File: config.mk
export PLATFORM = sky130hd
export DESIGN_NAME = ivtimer
export DESIGN_NICKNAME = d
export VERILOG_FILES = /design/src/rtl/ivt_pkg.sv /design/src/rtl/ivt_regbank.sv /design/src/rtl/ivt_latch.sv /design/src/rtl/ivt_counter.sv /design/src/rtl/ivtimer.sv
export SDC_FILE = /design/constraint.sdc
export NUM_CORES = 1
export LEC_CHECK = 0
export BUFFER_PORTS_ARGS = -buffer_cell sky130_fd_sc_hd__clkbuf_2
export CORE_ASPECT_RATIO = 1.1
export CORE_MARGIN = 2
export CORE_UTILIZATION = 25
export CTS_CLUSTER_SIZE = 28
export DETAILED_ROUTE_END_ITERATION = 7
export PLACE_DENSITY = 0.5
export SYNTH_ARGS = -nofsm -noshare
export SYNTH_HDL_FRONTEND = slang
export SYNTH_SLANG_ARGS = --single-unit
File: constraint.sdc
create_clock -name clk -period 3.6 [get_ports clk]
set_input_delay 0.36 -clock clk [delete_from_list [all_inputs] [get_ports clk]]
set_output_delay 0.36 -clock clk [all_outputs]
set_load 0.02 [all_outputs]
File: src/rtl/ivt_pkg.sv
package ivt_pkg;

    localparam int BYTE_W = 8;
    localparam int ADDR_W = 3;

    typedef enum logic [ADDR_W-1:0] {
        RA_PRI_LO  = 3'd0,
        RA_PRI_HI  = 3'd1,
        RA_PER_LO  = 3'd2,
        RA_PER_HI  = 3'd3,
        RA_SEC_LO  = 3'd4,
        RA_SEC_HI  = 3'd5,
        RA_MODE    = 3'd6,
        RA_SPARE   = 3'd7
    } reg_addr_e;

    // Mode byte field that selects the interrupt behaviour
    localparam int MODE_MSB = 7;
    localparam int MODE_LSB = 6;
    localparam logic [1:0] MODE_CONT = 2'b01;

    typedef struct packed {
        logic pri_lo;
        logic pri_hi;
        logic per_lo;
        logic per_hi;
        logic sec_lo;
        logic sec_hi;
        logic mode;
    } wr_strb_t;

    function automatic logic is_cont(input logic [BYTE_W-1:0] mode_byte);
        return mode_byte[MODE_MSB:MODE_LSB] == MODE_CONT;
    endfunction

endpackage

File: src/rtl/ivt_regbank.sv
module ivt_regbank
    import ivt_pkg::*;
#(
    parameter int DW = BYTE_W,
    parameter int AW = ADDR_W
) (
    input  logic          clk,
    input  logic          rst,
    input  logic          wr_en,
    input  logic [AW-1:0] addr,
    input  logic [DW-1:0] wr_data,
    output wr_strb_t      strb,
    output logic [DW-1:0] mode_o
);

    logic [DW-1:0] mode_q;

    always_comb begin
        strb = '0;
        if (wr_en) begin
            case (reg_addr_e'(addr))
                RA_PRI_LO: strb.pri_lo = 1'b1;
                RA_PRI_HI: strb.pri_hi = 1'b1;
                RA_PER_LO: strb.per_lo = 1'b1;
                RA_PER_HI: strb.per_hi = 1'b1;
                RA_SEC_LO: strb.sec_lo = 1'b1;
                RA_SEC_HI: strb.sec_hi = 1'b1;
                RA_MODE:   strb.mode   = 1'b1;
                default:   strb        = '0;
            endcase
        end
    end

    always_ff @(posedge clk) begin
        if (rst) begin
            mode_q <= '0;
        end else if (strb.mode) begin
            mode_q <= wr_data;
        end
    end

    assign mode_o = mode_q;

    AST_STRB_ONEHOT: assert property (@(posedge clk) disable iff (rst)
        $onehot0(strb));

    AST_MODE_HOLD: assert property (@(posedge clk) disable iff (rst)
        !(wr_en && addr == AW'(RA_MODE)) |=> $stable(mode_q));

endmodule

File: src/rtl/ivt_latch.sv
module ivt_latch #(
    parameter int BYTE_W = 8
) (
    input  logic                clk,
    input  logic                rst,
    input  logic                wr_lo,
    input  logic                wr_hi,
    input  logic [BYTE_W-1:0]   wr_data,
    output logic [2*BYTE_W:0]   latch_o,
    output logic [2*BYTE_W-1:0] reload_o
);

    localparam int CNT_W = 2 * BYTE_W;
    localparam int LAT_W = CNT_W + 1;
    localparam logic [LAT_W-1:0] LAT_RST = LAT_W'(1) << CNT_W;

    logic [LAT_W-1:0] latch_q;
    logic [LAT_W-1:0] lat_m1;

    always_ff @(posedge clk) begin
        if (rst) begin
            latch_q <= LAT_RST;
        end else if (wr_lo) begin
            latch_q <= {1'b0, latch_q[CNT_W-1:BYTE_W], wr_data};
        end else if (wr_hi) begin
            latch_q <= {1'b0, wr_data, latch_q[BYTE_W-1:0]};
        end
    end

    // Period of N ticks means counting N-1 down to 0; a zero latch pins the reload at 0
    assign lat_m1   = latch_q - LAT_W'(1);
    assign reload_o = (latch_q == '0) ? '0 : lat_m1[CNT_W-1:0];
    assign latch_o  = latch_q;

    AST_LATCH_TOP_CLEAR: assert property (@(posedge clk) disable iff (rst)
        (wr_lo || wr_hi) |=> !latch_q[CNT_W]);

    AST_LATCH_HOLD: assert property (@(posedge clk) disable iff (rst)
        !(wr_lo || wr_hi) |=> $stable(latch_q));

endmodule

File: src/rtl/ivt_counter.sv
module ivt_counter #(
    parameter int BYTE_W = 8
) (
    input  logic                clk,
    input  logic                rst,
    input  logic                tick_en,
    input  logic                wr_lo,
    input  logic                wr_hi,
    input  logic [BYTE_W-1:0]   wr_data,
    input  logic [2*BYTE_W-1:0] reload_val,
    output logic [2*BYTE_W-1:0] count_o,
    output logic                wrap_o
);

    localparam int CNT_W = 2 * BYTE_W;

    logic [CNT_W-1:0] count_q;
    logic             step;
    logic             at_zero;

    // A software write in the same cycle takes precedence over the tick
    assign step    = tick_en && !wr_lo && !wr_hi;
    assign at_zero = (count_q == '0);
    assign wrap_o  = step && at_zero;

    always_ff @(posedge clk) begin
        if (rst) begin
            count_q <= '1;
        end else if (wr_lo) begin
            count_q <= {count_q[CNT_W-1:BYTE_W], wr_data};
        end else if (wr_hi) begin
            count_q <= {wr_data, count_q[BYTE_W-1:0]};
        end else if (step) begin
            count_q <= at_zero ? reload_val : count_q - CNT_W'(1);
        end
    end

    assign count_o = count_q;

    AST_DEC_ONE: assert property (@(posedge clk) disable iff (rst)
        (tick_en && !wr_lo && !wr_hi && count_q != '0) |=> count_q == $past(count_q) - CNT_W'(1));

    AST_IDLE_HOLD: assert property (@(posedge clk) disable iff (rst)
        (!tick_en && !wr_lo && !wr_hi) |=> $stable(count_q));

    AST_RELOAD_LOAD: assert property (@(posedge clk) disable iff (rst)
        (tick_en && !wr_lo && !wr_hi && count_q == '0) |=> count_q == $past(reload_val));

    AST_LO_MERGE: assert property (@(posedge clk) disable iff (rst)
        wr_lo |=> count_q[CNT_W-1:BYTE_W] == $past(count_q[CNT_W-1:BYTE_W]));

    AST_HI_MERGE: assert property (@(posedge clk) disable iff (rst)
        wr_hi |=> count_q[BYTE_W-1:0] == $past(count_q[BYTE_W-1:0]));

endmodule

File: src/rtl/ivtimer.sv
module ivtimer
    import ivt_pkg::*;
#(
    parameter int DW = BYTE_W,
    parameter int AW = ADDR_W
) (
    input  logic          clk,
    input  logic          rst,
    input  logic          tick_en,
    input  logic          wr_en,
    input  logic [AW-1:0] addr,
    input  logic [DW-1:0] wr_data,
    output logic [DW-1:0] rd_data,
    output logic          irq
);

    localparam int CNT_W = 2 * DW;
    localparam int LAT_W = CNT_W + 1;

    wr_strb_t         strb;
    logic [DW-1:0]    mode_byte;
    logic [LAT_W-1:0] latch_val;
    logic [CNT_W-1:0] reload_pri;
    logic [CNT_W-1:0] count_pri;
    logic [CNT_W-1:0] count_sec;
    logic             wrap_pri;
    logic             wrap_sec;
    logic             irq_q;

    ivt_regbank #(.DW(DW), .AW(AW)) u_regs (
        .clk     (clk),
        .rst     (rst),
        .wr_en   (wr_en),
        .addr    (addr),
        .wr_data (wr_data),
        .strb    (strb),
        .mode_o  (mode_byte)
    );

    ivt_latch #(.BYTE_W(DW)) u_period (
        .clk      (clk),
        .rst      (rst),
        .wr_lo    (strb.per_lo),
        .wr_hi    (strb.per_hi),
        .wr_data  (wr_data),
        .latch_o  (latch_val),
        .reload_o (reload_pri)
    );

    ivt_counter #(.BYTE_W(DW)) u_pri (
        .clk        (clk),
        .rst        (rst),
        .tick_en    (tick_en),
        .wr_lo      (strb.pri_lo),
        .wr_hi      (strb.pri_hi),
        .wr_data    (wr_data),
        .reload_val (reload_pri),
        .count_o    (count_pri),
        .wrap_o     (wrap_pri)
    );

    // Secondary counter: fixed full-range period, wraps from zero to all ones
    ivt_counter #(.BYTE_W(DW)) u_sec (
        .clk        (clk),
        .rst        (rst),
        .tick_en    (tick_en),
        .wr_lo      (strb.sec_lo),
        .wr_hi      (strb.sec_hi),
        .wr_data    (wr_data),
        .reload_val ({CNT_W{1'b1}}),
        .count_o    (count_sec),
        .wrap_o     (wrap_sec)
    );

    always_ff @(posedge clk) begin
        if (rst) begin
            irq_q <= 1'b0;
        end else begin
            irq_q <= wrap_pri && is_cont(mode_byte);
        end
    end

    assign irq = irq_q;

    always_comb begin
        case (reg_addr_e'(addr))
            RA_PRI_LO: rd_data = count_pri[DW-1:0];
            RA_PRI_HI: rd_data = count_pri[CNT_W-1:DW];
            RA_PER_LO: rd_data = latch_val[DW-1:0];
            RA_PER_HI: rd_data = latch_val[CNT_W-1:DW];
            RA_SEC_LO: rd_data = count_sec[DW-1:0];
            RA_SEC_HI: rd_data = count_sec[CNT_W-1:DW];
            RA_MODE:   rd_data = mode_byte;
            default:   rd_data = '0;
        endcase
    end

    AST_IRQ_CONT_ONLY: assert property (@(posedge clk) disable iff (rst)
        irq |-> $past(mode_byte[MODE_MSB:MODE_LSB]) == MODE_CONT);

    AST_IRQ_AFTER_RELOAD: assert property (@(posedge clk) disable iff (rst)
        irq |-> ($past(tick_en) && $past(count_pri) == '0 && count_pri == $past(reload_pri)));

    AST_SEC_WRAP_FULL: assert property (@(posedge clk) disable iff (rst)
        wrap_sec |=> count_sec == {CNT_W{1'b1}});

endmodule

==> run_results.csv, run 1 <==
group,metric,value,unit
power,finalPower,1.86,mW
clock_network,clkLatencyLatePin,0.33,ns
critical_path,worst-setup-path-type,"reg -> reg",
timing,period_needed,2.38,ns
detailed_routing,vias_per_cell,5.56,
synthesis,ys_top_cells_by_area,"dfxtp_1 29%, nand2_1 8.6%, a21oi_1 5.8%",
finish,area_growth_syn_to_layout,12.8,%
finish,antenna_cells,0,
clock_network,cts_max_level,3,
floorplan,initial_utilization,0.255,
global_routing,grt_pass1_wl,21900,um
detailed_routing,ant_nets,0,
synthesis,synthFlopType,"dfxtp_1",
timing,slew_headroom,0.416,
detailed_routing,wire_per_inst,19.0,um
detailed_routing,drc,0,
clock_network,clkTransAtPathRegs,0.05,ns
critical_path,slowest_stage,"nor3_2",
timing,worst_slack,1.22,ns
timing,fmax,421,MHz
power,p_leak,1.63,nW
synthesis,seq_area_frac_synth,0.290,
floorplan,core,15700,sq um
detailed_routing,vias,4039,
global_routing,grt_max_degree,33,
finish,fin_cells,727,
critical_path,critical_path_arrival,2.63,ns
detailed_routing,first_pass_iters,5,
synthesis,netlist_instances,518,
floorplan,die_w,125,um
global_routing,antenna_found_initial,0,
detailed_routing,totalWireLength,13800,um
finish,fin_util,0.288,
timing,finClkSkew,0.00533,ns
outcome,status,"complete, no violations",
clock_network,cts_sinks,58,
timing,fin_tns_setup,0,ns
timing,rsz0062_at_grt,"no",
clock_network,hold_buffers,0,
timing,hold_violations,0,
placed_design,dpl.hpwl,9870,um
synthesis,synth_most_common_cell,"nand2_1",
clock_network,cts_root_buffer,"clkbuf_16",
floorplan,placementRows,48,
placed_design,dp_slack,1.06,ns
synthesis,avgSynthCellArea,7.73,sq um
finish,fin_nets,543,
critical_path,slowest_delay,0.57,ns
critical_path,critPathCaptureType,"flip-flop",
placed_design,dp_cells,712,
power,vdd_ir_drop_max,0.189,mV
synthesis,synth_edf_count,0,
timing,fin_crit_sh,0.660,
synthesis,yosys-top-cells-count,"92 x nand2_1, 58 x dfxtp_1, 46 x a21oi_1, 34 x nor2_1, 31 x nand3_1",
synthesis,netlist_area,4000,sq um
synthesis,ys_seq_elements,58,
critical_path,crit_chain,"inv_1 -> ha_1 -> nor4b_1 -> nand4_1 -> nor3_2 -> a221oi_1 -> o211ai_1",
timing,worst_pin_slew,0.869,ns
worst_hold_path,worstHoldPathType,"in -> reg",
finish,n_fill_cell,1667,
clock_network,cts.path.max_buffers,2,
floorplan,io_pins,24,
global_routing,grt.total_usage,0.166,
finish,drive_above_1_share,0.131,
placed_design,gp_congestion,0.894,
synthesis,netlist.area_leader.share,0.290,
floorplan,die_y,137,um
critical_path,startpoint_type,"flip-flop",
clock_network,cts_setup_buffers,0,
timing,finalSetupViolCount,0,
flow_run,maxCapViolCount,0,
clock_network,cts_tree,"done",
global_routing,grt_pass1_vias,3818,
synthesis,synth.largest_area_cell,"dfxtp_1",
synthesis,yosysWarnings,0,
detailed_routing,drtIter0Drc,373,
clock_network,ctsResizeCount,0,
synthesis,syn-num-nets,538,
power,power_density,412,nW/um^2
global_routing,grt-ovfl-total,0,
placed_design,io_buffer_count,23,
synthesis,ys_async_sr_fraction,0,
timing,drv_slew,0,
floorplan,dieArea,17000,sq um
clock_network,numCtsBuffers,9,
critical_path,crit_required,3.85,ns
critical_path,cp_max_fo,8,
synthesis,synth.distinct_cells,67,
layout make-up:
class	count	area, sq um	share of cell area
clock inverters	3	40.0	0.00886
multi-input cells	420	2650	0.587
repair buffers	26	138	0.0305
clock buffers	12	246	0.0546
well taps	200	250	0.0554
flip-flops and latches	58	1160	0.257
inverters	8	30.0	0.00665
stage by stage:
step / instance area (sq um) / hold slack, ns
2_1_floorplan: 4000 / 0.419
3_3_place_gp: 4230 / 0.448
3_5_place_dp: 4230 / 0.452
4_1_cts: 4520 / 0.435
5_1_grt: 4520 / 0.461
6_report: 4520 / 0.442
power by group:
part           switching (mW)  total (mW)  internal [mW]  leakage [nW]
clock                   0.293       0.841          0.548         0.142
combinational           0.185       0.298          0.113          1.02
sequential             0.0485       0.720          0.671         0.474
state kept, by name, summed over array words and instances, names as in the netlist:
register / cells
u_sec.count_o: 16
irq: 1
u_pri.count_o: 16
u_regs.mode_o: 8
u_period.latch_o: 17
critical path: cells and delay by family, from the launching register on:
family	cells	cell delay, ns
compound gates	2	0.28
fa+ha+maj	1	0.18
buf+inv	1	0.11
flops	1	0.37
simple gates	3	1.36
path summary, 6_finish.rpt:
path,startpoint,slack [ns],end,depth (start not counted)
worst max-delay path,u_pri.count_o[0],1.22,u_pri.count_o[10],7
worst min-delay path,wr_data[6],0.44,u_period.latch_o[14],3
worst max register to register,u_pri.count_o[0],1.22,u_pri.count_o[10],7
worst min register to register,u_regs.mode_o[1],0.46,u_regs.mode_o[1],2
logic make-up after synthesis:
family          Yosys count  synth area share
flops                    58             0.290
buf+inv                  40            0.0478
compound gates          128             0.205
fa+ha+maj                 5            0.0156
mux                      21            0.0750
xor+xnor                 22            0.0481
simple gates            244             0.319
routing by layer:
layer	up-vias	global-route usage	wire length [um]
met3	53	0.0309	900
met4	0	0.102	793
met2	187	0.258	6120
met5	-	0	0
met1	1881	0.213	6030
li1	1918	-	-
cells in the final DEF (no fill, tap or decap), types with 4 or more instances in the layout:
| cell | n |
|---|---|
| nor4_1 | 8 |
| a21oi_1 | 46 |
| o21ai_0 | 24 |
| dfxtp_1 | 58 |
| and2_1 | 4 |
| mux2_2 | 9 |
| o32a_1 | 4 |
| o311ai_0 | 5 |
| a22oi_1 | 4 |
| nand3b_1 | 4 |
| ha_1 | 5 |
| nand2_1 | 92 |
| nor3_1 | 23 |
| nor2_1 | 34 |
| nand3_1 | 31 |
| a211o_1 | 4 |
| o31ai_1 | 5 |
| clkbuf_16 | 9 |
| or3_1 | 4 |
| nor3b_1 | 4 |
| nand4_1 | 7 |
| o211ai_1 | 9 |
| nor2b_1 | 4 |
| xnor2_1 | 10 |
| mux2i_1 | 6 |
| xor2_1 | 12 |
| inv_1 | 8 |
| o22ai_1 | 4 |
| and3_1 | 4 |
| mux4_2 | 5 |
| clkbuf_2 | 23 |
Note: power is estimated with default switching activity, not from simulation.
==> run 2, diff against run 1 <==
==> constraint.sdc (replaced) <==
create_clock -name clk -period 2.5 [get_ports clk]
set_input_delay 0.25 -clock clk [delete_from_list [all_inputs] [get_ports clk]]
set_output_delay 0.25 -clock clk [all_outputs]
set_load 0.02 [all_outputs]
==> run 2 against run 1 <==
Against the previous run: flip-flop and latch count unchanged; sequential power rose by 44%; via count is 2.6% higher; clock-buffer cell count is 2 higher; maximum frequency rose by 7.0%; first-iteration DRC count grew 7.8%; sequential share of layout area fell by 0.76 points; critical path depth did not move; cell count is 2.2% higher; hold slack got worse by 0.11 ns; worst setup slack worse by 0.95 ns; largest power group unchanged.
==> run_results.csv, run 2 (synthesis gave the netlist of run 1 again) <==
group,metric,value,unit
outcome,status,"complete, no violations",
flow_run,maxCapViolCount,0,
power,vdd_ir_drop_max,0.309,mV
timing,finClkSkew,0.00546,ns
power,p_leak,1.72,nW
timing,drv_slew,0,
critical_path,crit_required,2.71,ns
critical_path,startpoint_type,"flip-flop",
placed_design,io_buffer_count,23,
global_routing,grt_max_degree,60,
clock_network,cts_max_level,3,
power,power_density,592,nW/um^2
global_routing,antenna_found_initial,0,
floorplan,core,15700,sq um
clock_network,clkTransAtPathRegs,0.05,ns
global_routing,grt.total_usage,0.172,
floorplan,placementRows,48,
timing,period_needed,2.22,ns
floorplan,io_pins,24,
finish,area_growth_syn_to_layout,16.2,%
critical_path,cp_max_fo,8,
floorplan,die_w,125,um
floorplan,dieArea,17000,sq um
critical_path,r2r-start,"u_period.latch_o[0]",
clock_network,numCtsBuffers,9,
timing,hold_violations,0,
clock_network,ctsResizeCount,0,
floorplan,die_y,137,um
clock_network,cts_setup_buffers,0,
finish,largest_register_ffs,17,
clock_network,cts_root_buffer,"clkbuf_16",
global_routing,grt_pass1_vias,3913,
critical_path,reg2reg_depth,7,
worst_hold_path,worstHoldPathType,"in -> reg",
finish,fin_nets,558,
timing,fin_tns_setup,0,ns
timing,worst_slack,0.279,ns
timing,timing.hold.ws,0.335,ns
clock_network,cts_sinks,58,
placed_design,dpl.hpwl,10400,um
timing,finalSetupViolCount,0,
timing,worst_pin_slew,0.591,ns
global_routing,grt_pass1_wl,22500,um
timing,slew_headroom,0.606,
placed_design,gp_congestion,0.896,
timing,fmax,450,MHz
detailed_routing,drc,0,
critical_path,reg2reg_setup_slack,0.28,ns
detailed_routing,ant_nets,0,
critical_path,critical_path_arrival,2.43,ns
timing,fin_crit_sh,0.888,
clock_network,clkLatencyLatePin,0.34,ns
critical_path,r2r-end,"u_pri.count_o[10]",
finish,most-common-layout-cells,"92 x nand2_1, 58 x dfxtp_1, 46 x a21oi_1",
critical_path,worst-setup-path-type,"reg -> reg",
detailed_routing,totalWireLength,14600,um
global_routing,grt-ovfl-total,0,
clock_network,hold_buffers,0,
clock_network,cts_tree,"done",
finish,antenna_cells,0,
detailed_routing,vias,4144,
detailed_routing,drtIter0Drc,402,
timing,rsz0062_at_grt,"no",
critical_path,crit_end,"u_pri.count_o[10]",
finish,final_common_cell,"nand2_1",
critical_path,critPathCaptureType,"flip-flop",
critical_path,cp-startpoint,"u_period.latch_o[0]",
finish,drive_above_1_share,0.155,
detailed_routing,wire_per_inst,19.6,um
placed_design,dp_slack,0.243,ns
floorplan,initial_utilization,0.255,
detailed_routing,vias_per_cell,5.58,
detailed_routing,first_pass_iters,5,
clock_network,cts.path.max_buffers,2,
==> run 2: changes by cell type in the layout (fill, tap and decap cells not counted), sizes merged <==
cell / change
buf: +15
clkinv: -1
clkbuf: +2
==> run 2: worst min-delay path by stage <==
| stage | start | to | cells after the start |
|---|---|---|---|
| after detailed placement | u_regs.mode_o[2] | u_regs.mode_o[2] | 2 |
| after floorplan | wr_data[2] | u_sec.count_o[10] | 2 |
| after CTS | wr_data[0] | u_period.latch_o[0] | 3 |
| after global routing | wr_data[0] | u_period.latch_o[8] | 3 |
| after global placement | u_regs.mode_o[0] | u_regs.mode_o[0] | 2 |
| final | wr_data[0] | u_period.latch_o[0] | 3 |
==> run 2: per-layer routing <==
layer / up-vias / GRT usage / routed length (um) / share of wire
met3: 36 / 0.0332 / 1020 / 0.070
li1: 1947 / - / - / -
met4: 0 / 0.0893 / 607 / 0.042
met5: - / 0 / 0 / 0
met1: 1957 / 0.221 / 6310 / 0.43
met2: 204 / 0.276 / 6620 / 0.45
==> run 2: final cells by class <==
cell class	count	area, sq um
inverter	8	30.0
fill	1642	11000
multi-input combinational	420	2650
clock buffer	14	264
tap	200	250
sequential	58	1160
clock inverter	2	35.0
timing repair buffer	41	263
==> run 2: critical path, stage by stage, from the launching register on <==
cell and delay (ns):
dfxtp_1 0.36, inv_1 0.08, ha_1 0.19, or4b_4 0.52
nor4_4 0.38, nor3_2 0.17, a221oi_1 0.28, o211ai_1 0.12
==> run 2: power by group <==
group	internal, mW	switching [mW]	total [mW]	leakage (nW)
Clock	0.825	0.445	1.27	0.147
Sequential	0.966	0.0704	1.04	0.474
Combinational	0.175	0.272	0.447	1.10
Total	1.97	0.788	2.75	1.72
==> run 2: metrics by stage <==
step	area, sq um	std cells	utilization	power (mW)
3_5_place_dp	4360	727	0.278	1.50
2_1_floorplan	4000	518	-	1.33
6_report	4650	743	0.297	2.75
3_3_place_gp	4360	727	0.278	1.50
5_1_grt	4650	743	0.297	2.85
4_1_cts	4650	743	0.297	2.77
